### src/rtl/sovf_pkg.sv
package sovf_pkg;
   typedef enum logic [1:0] {
      OP_ADD = 2'b00,
      OP_SUB = 2'b01,
      OP_ABS = 2'b10,
      OP_CMP = 2'b11
   } sovf_op_e;
endpackage

### src/rtl/sovf_lane.sv
module sovf_lane
   import sovf_pkg::*;
#(
   parameter int W = 32
) (
   input  logic         clk,
   input  logic         rst_n,
   input  sovf_op_e     op,
   input  logic [W-1:0] a,
   input  logic [W-1:0] b,
   output logic [W-1:0] y,
   output logic         ovf
);
   localparam int MSB = W - 1;

   generate
      if (W < 2) begin : g_bad_w
         $error("sovf_lane: W must be at least 2");
      end
   endgenerate

   always_comb begin
      y   = '0;
      ovf = 1'b0;
      unique case (op)
         OP_ADD: begin
            y   = a + b;
            ovf = (a[MSB] == b[MSB]) && (y[MSB] != a[MSB]);
         end
         OP_SUB: begin
            y   = a - b;
            ovf = (a[MSB] != b[MSB]) && (y[MSB] != a[MSB]);
         end
         OP_ABS: begin
            y   = a[MSB] ? (~a + 1'b1) : a;
            ovf = a[MSB] && y[MSB];
         end
         default: begin
            y   = '0;
            ovf = 1'b0;
         end
      endcase
   end

   // Independent check: one extra sign bit shows whether the value fits.
   logic [W:0] ext_sum, ext_dif;
   assign ext_sum = {a[MSB], a} + {b[MSB], b};
   assign ext_dif = {a[MSB], a} - {b[MSB], b};

   assert_add_range_R1: assert property (@(posedge clk) disable iff (!rst_n)
      (op == OP_ADD) |-> (ovf == (ext_sum[W] != ext_sum[MSB])));
   assert_sub_range_R2: assert property (@(posedge clk) disable iff (!rst_n)
      (op == OP_SUB) |-> (ovf == (ext_dif[W] != ext_dif[MSB])));
   assert_abs_min_R7: assert property (@(posedge clk) disable iff (!rst_n)
      (op == OP_ABS) |-> (ovf == (a == {1'b1, {MSB{1'b0}}})));
endmodule

### src/rtl/sovf_sticky.sv
module sovf_sticky (
   input  logic clk,
   input  logic rst_n,
   input  logic set_i,
   input  logic clr_i,
   output logic q
);
   always_ff @(posedge clk or negedge rst_n) begin
      if (!rst_n)     q <= 1'b0;
      else if (clr_i) q <= 1'b0;
      else if (set_i) q <= 1'b1;
   end

   assert_set_R1: assert property (@(posedge clk) disable iff (!rst_n)
      (set_i && !clr_i) |=> q);
   assert_hold_R4: assert property (@(posedge clk) disable iff (!rst_n)
      (q && !clr_i) |=> q);
   assert_clear_R5: assert property (@(posedge clk) disable iff (!rst_n)
      clr_i |=> !q);
   assert_no_spurious_R2: assert property (@(posedge clk) disable iff (!rst_n)
      (!q && !set_i) |=> !q);
endmodule

### src/rtl/sticky_ovf_alu.sv
module sticky_ovf_alu
   import sovf_pkg::*;
#(
   parameter int ACC_W    = 32,
   parameter int REG_W    = 16,
   parameter int STAT_W   = 16,
   parameter int FLAG_POS = 6
) (
   input  logic              clk,
   input  logic              rst_n,
   input  logic              op_valid,
   input  logic [1:0]        op_code,
   input  logic              wide_mode,
   input  logic [ACC_W-1:0]  opnd_a,
   input  logic [ACC_W-1:0]  opnd_b,
   input  logic              br_test,
   output logic [ACC_W-1:0]  result,
   output logic              ovf_flag,
   output logic [STAT_W-1:0] status_word
);
   localparam int EXT_W = ACC_W - REG_W;

   generate
      if (REG_W >= ACC_W) begin : g_bad_width
         $error("sticky_ovf_alu: REG_W must be narrower than ACC_W");
      end
      if (FLAG_POS >= STAT_W) begin : g_bad_pos
         $error("sticky_ovf_alu: FLAG_POS must lie inside the status word");
      end
   endgenerate

   sovf_op_e op;
   assign op = sovf_op_e'(op_code);

   logic [ACC_W-1:0] y_wide;
   logic [REG_W-1:0] y_nar;
   logic             ovf_wide, ovf_nar;

   sovf_lane #(.W(ACC_W)) u_lane_wide (
      .clk(clk), .rst_n(rst_n), .op(op),
      .a(opnd_a), .b(opnd_b), .y(y_wide), .ovf(ovf_wide)
   );

   sovf_lane #(.W(REG_W)) u_lane_nar (
      .clk(clk), .rst_n(rst_n), .op(op),
      .a(opnd_a[REG_W-1:0]), .b(opnd_b[REG_W-1:0]), .y(y_nar), .ovf(ovf_nar)
   );

   logic             writes;
   logic             ovf_hit;
   logic [ACC_W-1:0] res_next;

   assign writes   = op_valid && (op != OP_CMP);
   assign ovf_hit  = writes && (wide_mode ? ovf_wide : ovf_nar);
   assign res_next = wide_mode ? y_wide : {{EXT_W{y_nar[REG_W-1]}}, y_nar};

   always_ff @(posedge clk or negedge rst_n) begin
      if (!rst_n)      result <= '0;
      else if (writes) result <= res_next;
   end

   sovf_sticky u_flag (
      .clk(clk), .rst_n(rst_n), .set_i(ovf_hit), .clr_i(br_test), .q(ovf_flag)
   );

   genvar gb;
   generate
      for (gb = 0; gb < STAT_W; gb++) begin : g_stat
         if (gb == FLAG_POS) begin : g_flag_bit
            assign status_word[gb] = ovf_flag;
         end else begin : g_zero_bit
            assign status_word[gb] = 1'b0;
         end
      end
   endgenerate

   assert_cmp_result_R6: assert property (@(posedge clk) disable iff (!rst_n)
      (op_valid && op == OP_CMP) |=> $stable(result));
   assert_cmp_flag_R6: assert property (@(posedge clk) disable iff (!rst_n)
      (op_valid && op == OP_CMP && !br_test) |=> $stable(ovf_flag));
   assert_idle_R10: assert property (@(posedge clk) disable iff (!rst_n)
      (!op_valid && !br_test) |=> ($stable(result) && $stable(ovf_flag)));
   assert_status_R8: assert property (@(posedge clk) disable iff (!rst_n)
      ($countones(status_word) == (ovf_flag ? 1 : 0)) && (status_word[FLAG_POS] == ovf_flag));
   assert_narrow_sext_R3: assert property (@(posedge clk) disable iff (!rst_n)
      (op_valid && op != OP_CMP && !wide_mode) |=>
      (result[ACC_W-1:REG_W] == {EXT_W{result[REG_W-1]}}));
endmodule

### config.mk
export PLATFORM = sky130hd
export DESIGN_NAME = sticky_ovf_alu
export DESIGN_NICKNAME = d
export VERILOG_FILES = /design/src/rtl/sovf_pkg.sv /design/src/rtl/sovf_lane.sv /design/src/rtl/sovf_sticky.sv /design/src/rtl/sticky_ovf_alu.sv
export SDC_FILE = /design/constraint.sdc
export NUM_CORES = 1
export LEC_CHECK = 0
export CAP_MARGIN = 15
export CORE_AREA = 3 3 119 87
export DETAILED_ROUTE_END_ITERATION = 12
export DIE_AREA = 0 0 122 90
export DONT_BUFFER_PORTS = 1
export PLACE_DENSITY = 0.85
export SLEW_MARGIN = 40
export SYNTH_ARGS = -nofsm -noshare
export SYNTH_HDL_FRONTEND = slang
export SYNTH_SLANG_ARGS = --single-unit
### constraint.sdc
create_clock -name clk -period 3.37 [get_ports clk]
set_input_delay 0 -clock clk [delete_from_list [all_inputs] [get_ports clk]]
set_output_delay 0 -clock clk [all_outputs]
set_load 0.02 [all_outputs]
==> results of run 1 <==
-- Yosys cell counts (all sizes together) (11+ instances only) --
cell type,number
nor2,85
a21oi,77
nand2,71
ha,65
inv,65
o21ai,58
xnor2,36
buf,35
dfrtp,33
nor3,32
clkbuf,28
xor2,19
a211oi,18
nand2b,18
o31ai,17
nor4,16
o22ai,15
nand3,14
nand4,13
o21a,13
or3,13
a31oi,11
nor2b,11
-- report_power, final --
part | switching [mW] | leakage [nW] | total [mW] | internal (mW)
clock network | 0.175 | 0.0696 | 0.445 | 0.271
logic | 0.714 | 2.33 | 1.12 | 0.408
registers | 0.159 | 0.395 | 0.627 | 0.468
-- cells in the final DEF (no fill, tap or decap), types with 18 or more instances in the layout --
master     n
inv_1     65
ha_1      65
nand2_1   71
nor3_1    31
xor2_1    19
nor2_1    84
a21oi_1   77
dfrtp_1   33
nand2b_1  18
xnor2_1   36
o21ai_0   55
-- through the flow --
step / util [%] / hold WS (ns) / area (sq um)
CTS: 73.6 / 0.00180 / 6710
floorplan: - / -0.296 / 6510
finish: 73.7 / 0.0107 / 6710
global route: 73.7 / 0.0167 / 6710
detailed placement: 71.0 / -0.295 / 6460
global placement: 70.9 / -0.295 / 6460
-- worst max path at each step --
| stage | start | to | cells past startpoint |
|---|---|---|---|
| final | opnd_b[4] | result[25] | 12 |
| after global routing | opnd_b[4] | result[25] | 12 |
| after CTS | opnd_b[4] | result[25] | 12 |
| after detailed placement | opnd_b[4] | result[25] | 12 |
| after global placement | opnd_b[4] | result[25] | 12 |
| after floorplan | opnd_a[0] | result[20] | 12 |
-- worst max-delay path, stage by stage --
cell and delay (ns):
inv_1 0.02, ha_1 0.41, nor2_1 0.15, o311ai_1 0.23, a2111oi_4 0.59, o21ai_0 0.25, o21a_1 0.22, o21ai_1 0.32
o21bai_1 0.13, buf_4 0.21, a2111oi_1 0.64, nor3_1 0.16
-- area by class of cell --
class	count	area, sq um
multi-input cells	756	5130
flip-flops and latches	33	826
well taps	124	155
inverters	66	248
clock buffers	5	125
repair buffers	24	213
fillers	706	2390
clock inverters	3	17.5
-- kinds of logic (layout without fill, tap and decap cells) --
| logic type | count (synthesis) | after routing | share of synthesized area (%) |
|---|---|---|---|
| AO/OA/AOI/OAI | 304 | 304 | 32.1 |
| XOR/XNOR | 55 | 55 | 7.46 |
| adder cells (fa/ha/maj) | 67 | 67 | 13.2 |
| buffers and inverters | 129 | 98 | 8.70 |
| flip-flops | 33 | 33 | 12.8 |
| multiplexers | 11 | 11 | 1.74 |
| other | 1 | 15 | 0.0581 |
| AND/OR/NAND/NOR | 304 | 304 | 24.0 |
-- what timing repair did --
action / 4_1_cts / 5_1_grt
endpoints found under the hold margin: 41 / 0
hold buffers: 9 / 0
gates resized for setup: 0 / 0
-- state kept, by name, indices dropped and copies added (netlist names) --
register	cells
u_flag.q	1
result	32
-- routing by layer --
| metal | wire [microns] | share of wire, % | track usage [%] | up-vias |
|---|---|---|---|---|
| met5 | 0 | 0 | 0 | - |
| met4 | 839 | 3.4 | 9.05 | 0 |
| met3 | 4960 | 20 | 20.5 | 129 |
| met2 | 9430 | 38 | 58.8 | 767 |
| met1 | 9600 | 39 | 60.7 | 3420 |
| li1 | - | - | - | 3260 |
==> qor.yml, run 1 <==
finish:
  instances_no_fill: 1011
  synthToLayoutAreaGrowth_pct: 4.01
  drive_above_1_share_pct: 5.86
  antenna_cells: 0
  nets: 1024
clock_network:
  clk_latency_ns: 0.28
  path_clk_slew_ns: 0.05
  clock-sinks: 33
  clock_tree.root_cell: "clkbuf_16"
  cts.htree.levels: 2
  cts_buffers: 5
  cts_tree: "built"
  clock_path_buffers: 2
  postCtsSetupRepairBufs: 0
min_path:
  hold_class: "input port to flip-flop"
  whs_path_depth: 2
  hold_end: "result[0]"
  hp-start: "opnd_b[0]"
timing:
  slew_viol_final: 0
  maxSlewHeadroom_pct: 38.7
  fmax_mhz: 309
  setup_viol: 0
  min_period_over_period_pct: 95.9
  hold_viol: 0
  period_needed_ns: 3.23
  grt_setup_unrepaired: "no"
  setup_slack_ns: 0.139
  finalSetupTns_ns: 0
  clock_skew_ns: 0
  worst_pin_slew_ns: 0.917
setup_path:
  reg2reg_depth: 3
  required_ns: 3.48
  critical_path_class: "input port to flip-flop"
  end_kind: "flip-flop"
  worstPathArrival_ns: 3.34
  r2r_setup_slack_ns: 1.92
  r2r_end: "u_flag.q"
  rr_startpoint: "u_flag.q"
  path_max_fanout: 11
  start_kind: "input port"
route:
  viasPerCell: 7.49
  drtIter0Drc: 1772
  dr.pass1.iters: 11
  drt-total-wl_microns: 24800
  remaining_drc_errors: 0
  wl_per_cell_microns: 24.6
  drtAntennaViolNets: 0
  vias: 7576
run:
  maxCapViolations: 0
grt:
  grt-ovfl-total: 0
  antenna_found_initial: 0
  grt_pass1_wl_microns: 38000
  grt_pass1_vias: 6914
  grtUsageTotal_pct: 43.0
  grt_max_degree: 34
power:
  ir_worst_vdd_mv: 0.238
  power_mw: 2.19
  p_leak_nw: 2.80
  cellPowerDensity_nw_per_um2: 327
logic_synthesis:
  ys_top_cells_by_area: "dfrtp_1, ha_1, a21oi_1"
  synth-seq-cells: 33
  synth_top_area_cell: "dfrtp_1"
  synth-async-reset-ratio_pct: 100
  avgSynthCellArea_sq_um: 7.14
  yosys.cell_types.count: 82
  ys_seq_area_share_pct: 12.8
  syn-cell-area_sq_um: 6450
  synth_top_flop_cell: "dfrtp_1"
  synth-edff-count: 0
  synth_top_area_share_pct: 12.8
  syn_inst: 904
  ys_warn_count: 0
die:
  dieArea_sq_um: 11000
  core_sq_um: 9110
  die_h_microns: 90
  initial_core_util_pct: 70.9
  std_cell_rows: 29
  io_pins: 120
  fp.dieW_microns: 122
status:
  status: "finished clean"
place:
  io_buffers: 0
  dpl.cell_count: 994
  pre_cts_ws_ns: 0.0970
  detailed_place_hpwl_microns: 19100
  gp_congestion: 1.06
(Power assumes the default switching activity.)
==> run 2: changes to the inputs <==
--- a/config.mk
+++ b/config.mk
@@ -6,11 +6,12 @@
 export NUM_CORES = 1
 export LEC_CHECK = 0
 export CAP_MARGIN = 15
-export CORE_AREA = 3 3 119 87
+export CORE_AREA = 8 8 127 94
 export DETAILED_ROUTE_END_ITERATION = 12
-export DIE_AREA = 0 0 122 90
+export DIE_AREA = 0 0 135 102
 export DONT_BUFFER_PORTS = 1
-export PLACE_DENSITY = 0.85
+export PLACE_DENSITY = 0.81
+export REMOVE_ABC_BUFFERS = 1
 export SLEW_MARGIN = 40
 export SYNTH_ARGS = -nofsm -noshare
 export SYNTH_HDL_FRONTEND = slang
==> constraint.sdc (replaced) <==
create_clock -name clk -period 3.3 [get_ports clk]
set_input_delay 0 -clock clk [delete_from_list [all_inputs] [get_ports clk]]
set_output_delay 0 -clock clk [all_outputs]
set_load 0.02 [all_outputs]
==> qor.yml, run 2 (synthesized netlist as in run 1, its figures left out) <==
status:
  status: "finished clean"
setup_path:
  worstPathArrival_ns: 3.29
  path_max_fanout: 9
  critical_path_class: "input port to flip-flop"
  r2r_setup_slack_ns: 1.64
  required_ns: 3.43
  start_kind: "input port"
  end_kind: "flip-flop"
finish:
  reg_top3: "result x32, u_flag.q x1"
  top_register: "result"
  utilization_pct: 68.1
  nFillCells: 850
  nets: 1033
  layout_common_cells: "nor2_1, a21oi_1, nand2_1"
  fin_area_sq_um: 6810
  mostFrequentLayoutCell: "nor2_1"
  drive_above_1_share_pct: 6.70
  largest_register_ffs: 32
  synthToLayoutAreaGrowth_pct: 5.54
  antenna_cells: 0
  instances_no_fill: 1028
place:
  detailed_place_hpwl_microns: 20300
  gp_congestion: 1.06
  io_buffers: 0
  post_dp_cell_area_sq_um: 6550
  pre_cts_ws_ns: 0.0407
  dpl.cell_count: 1012
min_path:
  hold_class: "input port to flip-flop"
route:
  drtIter0Drc: 1109
  dr.pass1.iters: 6
  vias: 7645
  drt-total-wl_microns: 26000
  remaining_drc_errors: 0
  viasPerCell: 7.44
  wl_per_cell_microns: 25.3
  drtAntennaViolNets: 0
clock_network:
  clk_latency_ns: 0.28
  postCtsSetupRepairBufs: 0
  cts_resized: 0
  clock_path_buffers: 2
  cts_buffers: 5
  clock_tree.root_cell: "clkbuf_16"
  cts.htree.levels: 2
  cts_tree: "built"
  clock-sinks: 33
  path_clk_slew_ns: 0.06
timing:
  grt_setup_unrepaired: "no"
  worst_pin_slew_ns: 0.894
  hold_viol: 0
  slew_viol_final: 0
  fmax_mhz: 317
  finalSetupTns_ns: 0
  setup_viol: 0
  maxSlewHeadroom_pct: 39.5
  setup_slack_ns: 0.141
  min_period_over_period_pct: 95.7
  clock_skew_ns: 0
  holdWs_ns: 0.0213
  period_needed_ns: 3.16
power:
  p_leak_nw: 2.86
  ir_worst_vdd_mv: 0.215
  cellPowerDensity_nw_per_um2: 347
  power_mw: 2.36
die:
  die_h_microns: 102
  fp.dieW_microns: 135
  dieArea_sq_um: 13800
  std_cell_rows: 31
  core_sq_um: 10000
  io_pins: 120
  initial_core_util_pct: 64.5
grt:
  grt-ovfl-total: 0
  grt_max_degree: 34
  grtUsageTotal_pct: 36.4
  grt_pass1_wl_microns: 39400
  grt_pass1_vias: 6944
  antenna_found_initial: 1
run:
  maxCapViolations: 0
## run 2: metal layers
metal	GRT usage, %	up-vias	routed length, microns
li1	-	3282	-
met5	0	-	9
met2	47.5	730	9610
met3	17.4	95	5310
met4	8.67	2	667
met1	51.5	3536	10400
## run 2: final timing paths
check / from / end / cells past startpoint
max in group asynchronous: rst_n / result[22] / 2
worst max register to register: u_flag.q / u_flag.q / 3
min in group asynchronous: rst_n / result[7] / 2
worst min register to register: result[3] / result[3] / 1
worst min-delay path: op_valid / result[12] / 3
worst max-delay path: opnd_b[4] / u_flag.q / 11
## run 2: area by class of cell
type / count / area, sq um / share of cell area (%)
Clock buffer: 7 / 143 / 2.09
Multi-Input combinational cell: 756 / 5120 / 75.2
Inverter: 66 / 248 / 3.64
Tap cell: 132 / 165 / 2.42
Sequential cell: 33 / 826 / 12.1
Timing Repair Buffer: 33 / 278 / 4.08
Clock inverter: 1 / 30.0 / 0.441
## run 2: power breakdown
group / leakage (nW) / internal, mW / switching, mW
registers: 0.395 / 0.477 / 0.166
clock network: 0.0841 / 0.378 / 0.196
logic: 2.38 / 0.424 / 0.721
total: 2.86 / 1.28 / 1.08
## run 2: critical path: stages
cell	delay, ns
inv_1	0.02
ha_1	0.41
nor2_1	0.22
o311ai_1	0.30
a2111oi_4	0.54
o211ai_1	0.29
a211oi_1	0.41
o21ai_1	0.23
mux2i_1	0.16
a2111oi_0	0.59
nor4_1	0.11
## run 2: repair_timing
item                                    4_1_cts  5_1_grt
endpoints found under the setup margin        0        0
endpoints found under the hold margin        48        0
hold buffers                                  8        0
==> run 3: changes to the inputs <==
--- a/config.mk
+++ b/config.mk
@@ -6,11 +6,14 @@
 export NUM_CORES = 1
 export LEC_CHECK = 0
 export CAP_MARGIN = 15
-export CORE_AREA = 8 8 127 94
+export CELL_PAD_IN_SITES_DETAIL_PLACEMENT = 0
+export CELL_PAD_IN_SITES_GLOBAL_PLACEMENT = 1
+export CORE_AREA = 8 8 148 109
 export DETAILED_ROUTE_END_ITERATION = 12
-export DIE_AREA = 0 0 135 102
+export DIE_AREA = 0 0 156 117
 export DONT_BUFFER_PORTS = 1
-export PLACE_DENSITY = 0.81
+export HOLD_SLACK_MARGIN = 0.05
+export PLACE_DENSITY_LB_ADDON = 0.1
 export REMOVE_ABC_BUFFERS = 1
 export SLEW_MARGIN = 40
 export SYNTH_ARGS = -nofsm -noshare
==> qor.yml, run 3 (synthesized netlist as in run 1, its figures left out) <==
status:
  status: "finished clean"
timing:
  hold_viol: 0
  grt_setup_unrepaired: "no"
  holdWs_ns: 0.0703
  finalSetupTns_ns: 0
  clock_skew_ns: 0
  setup_viol: 0
  worst_pin_slew_ns: 0.748
  min_period_over_period_pct: 90.7
  maxSlewHeadroom_pct: 49.4
  setup_slack_ns: 0.308
  fmax_mhz: 334
  period_needed_ns: 2.99
  slew_viol_final: 0
clock_network:
  cts_buffers: 5
  clock_tree.root_cell: "clkbuf_16"
  clock-sinks: 33
  cts_tree: "built"
  clk_latency_ns: 0.27
  clock_path_buffers: 2
  path_clk_slew_ns: 0.06
  postCtsSetupRepairBufs: 0
  cts.htree.levels: 2
place:
  detailed_place_hpwl_microns: 21100
  gp_congestion: 1.00
  io_buffers: 0
  pre_cts_ws_ns: 0.0764
grt:
  grt-ovfl-total: 0
  grt_pass1_wl_microns: 40100
  grt_max_degree: 34
  antenna_found_initial: 2
  grtUsageTotal_pct: 28.5
  grt_pass1_vias: 6661
finish:
  drive_above_1_share_pct: 7.40
  synthToLayoutAreaGrowth_pct: 7.54
  regArea_sq_um: 826
  top_register: "result"
  nets: 1042
  antenna_cells: 0
  utilization_pct: 49.5
  nFillCells: 1434
  mostFrequentLayoutCell: "nor2_1"
  reg_top3: "result x32, u_flag.q x1"
  multi_input_area_sq_um: 5130
  layout_common_cells: "nor2_1, a21oi_1, nand2_1"
  largest_register_ffs: 32
power:
  ir_worst_vdd_mv: 0.201
  p_leak_nw: 2.88
  cellPowerDensity_nw_per_um2: 323
route:
  drt-total-wl_microns: 26300
  viasPerCell: 6.54
  drtAntennaViolNets: 0
  wl_per_cell_microns: 23.9
  dr.pass1.iters: 5
  remaining_drc_errors: 0
  vias: 7194
  drtIter0Drc: 794
min_path:
  hold_class: "input port to flip-flop"
setup_path:
  worstPathArrival_ns: 3.13
  path_max_fanout: 9
  critical_path_class: "input port to flip-flop"
  required_ns: 3.43
  end_kind: "flip-flop"
  start_kind: "input port"
die:
  core_sq_um: 14000
  initial_core_util_pct: 46.0
  die_h_microns: 117
  fp.dieW_microns: 156
  dieArea_sq_um: 18300
  io_pins: 120
  std_cell_rows: 37
run:
  maxCapViolations: 0
## run 3: through the flow
stage          instances  power, mW  instance area (sq um)
6_report            1100       2.24                   6940
3_5_place_dp        1080       1.72                   6670
4_1_cts             1099       2.21                   6930
5_1_grt             1100       2.37                   6940
2_1_floorplan        855       1.39                   6190
3_3_place_gp        1080       1.72                   6660
## run 3: area by class of cell
cell class | instances | area share [%]
flip-flops and latches | 33 | 11.9
multi-input cells | 756 | 73.9
well taps | 195 | 3.51
repair buffers | 42 | 5.12
clock inverters | 2 | 0.144
clock buffers | 6 | 1.86
inverters | 66 | 3.57
## run 3: timing repair
item | in CTS | in global routing
endpoints found under the setup margin | 0 | 1
gates resized for setup | 0 | 1
hold buffers | 11 | 1
endpoints found under the hold margin | 52 | 1
## run 3: path summary, 6_finish.rpt
kind / start / end / slack (ns) / cells after the start
max in group asynchronous: rst_n / result[27] / 2.92 / 2
worst max register to register: result[0] / result[0] / 1.75 / 5
worst max-delay path: opnd_b[4] / result[25] / 0.31 / 12
worst min register to register: result[14] / result[14] / 0.64 / 1
min in group asynchronous: rst_n / result[3] / 0.19 / 2
worst min-delay path: wide_mode / result[15] / 0.07 / 4
## run 3: report_power, final
group	switching, mW	leakage (nW)	internal, mW
clock network	0.171	0.0706	0.277
registers	0.161	0.395	0.478
logic	0.713	2.42	0.440
total	1.04	2.88	1.20
## run 3: routing by layer
| layer | wire (microns) | global-route usage [%] | share of wire [%] |
|---|---|---|---|
| met2 | 9780 | 37.7 | 37 |
| met3 | 3770 | 9.68 | 14 |
| met1 | 12500 | 43.1 | 47 |
| met5 | 27 | 0 | 0.10 |
| met4 | 248 | 4.90 | 0.94 |
## run 3: critical path, cell delays in order
cell and delay, ns:
inv_1 0.02, ha_1 0.44, o211ai_1 0.13, a21oi_1 0.41, o21ai_0 0.21, o41ai_1 0.42, buf_4 0.20, o211ai_1 0.11
o311ai_1 0.24, xor2_1 0.18, a2111oi_1 0.67, nor3_1 0.09
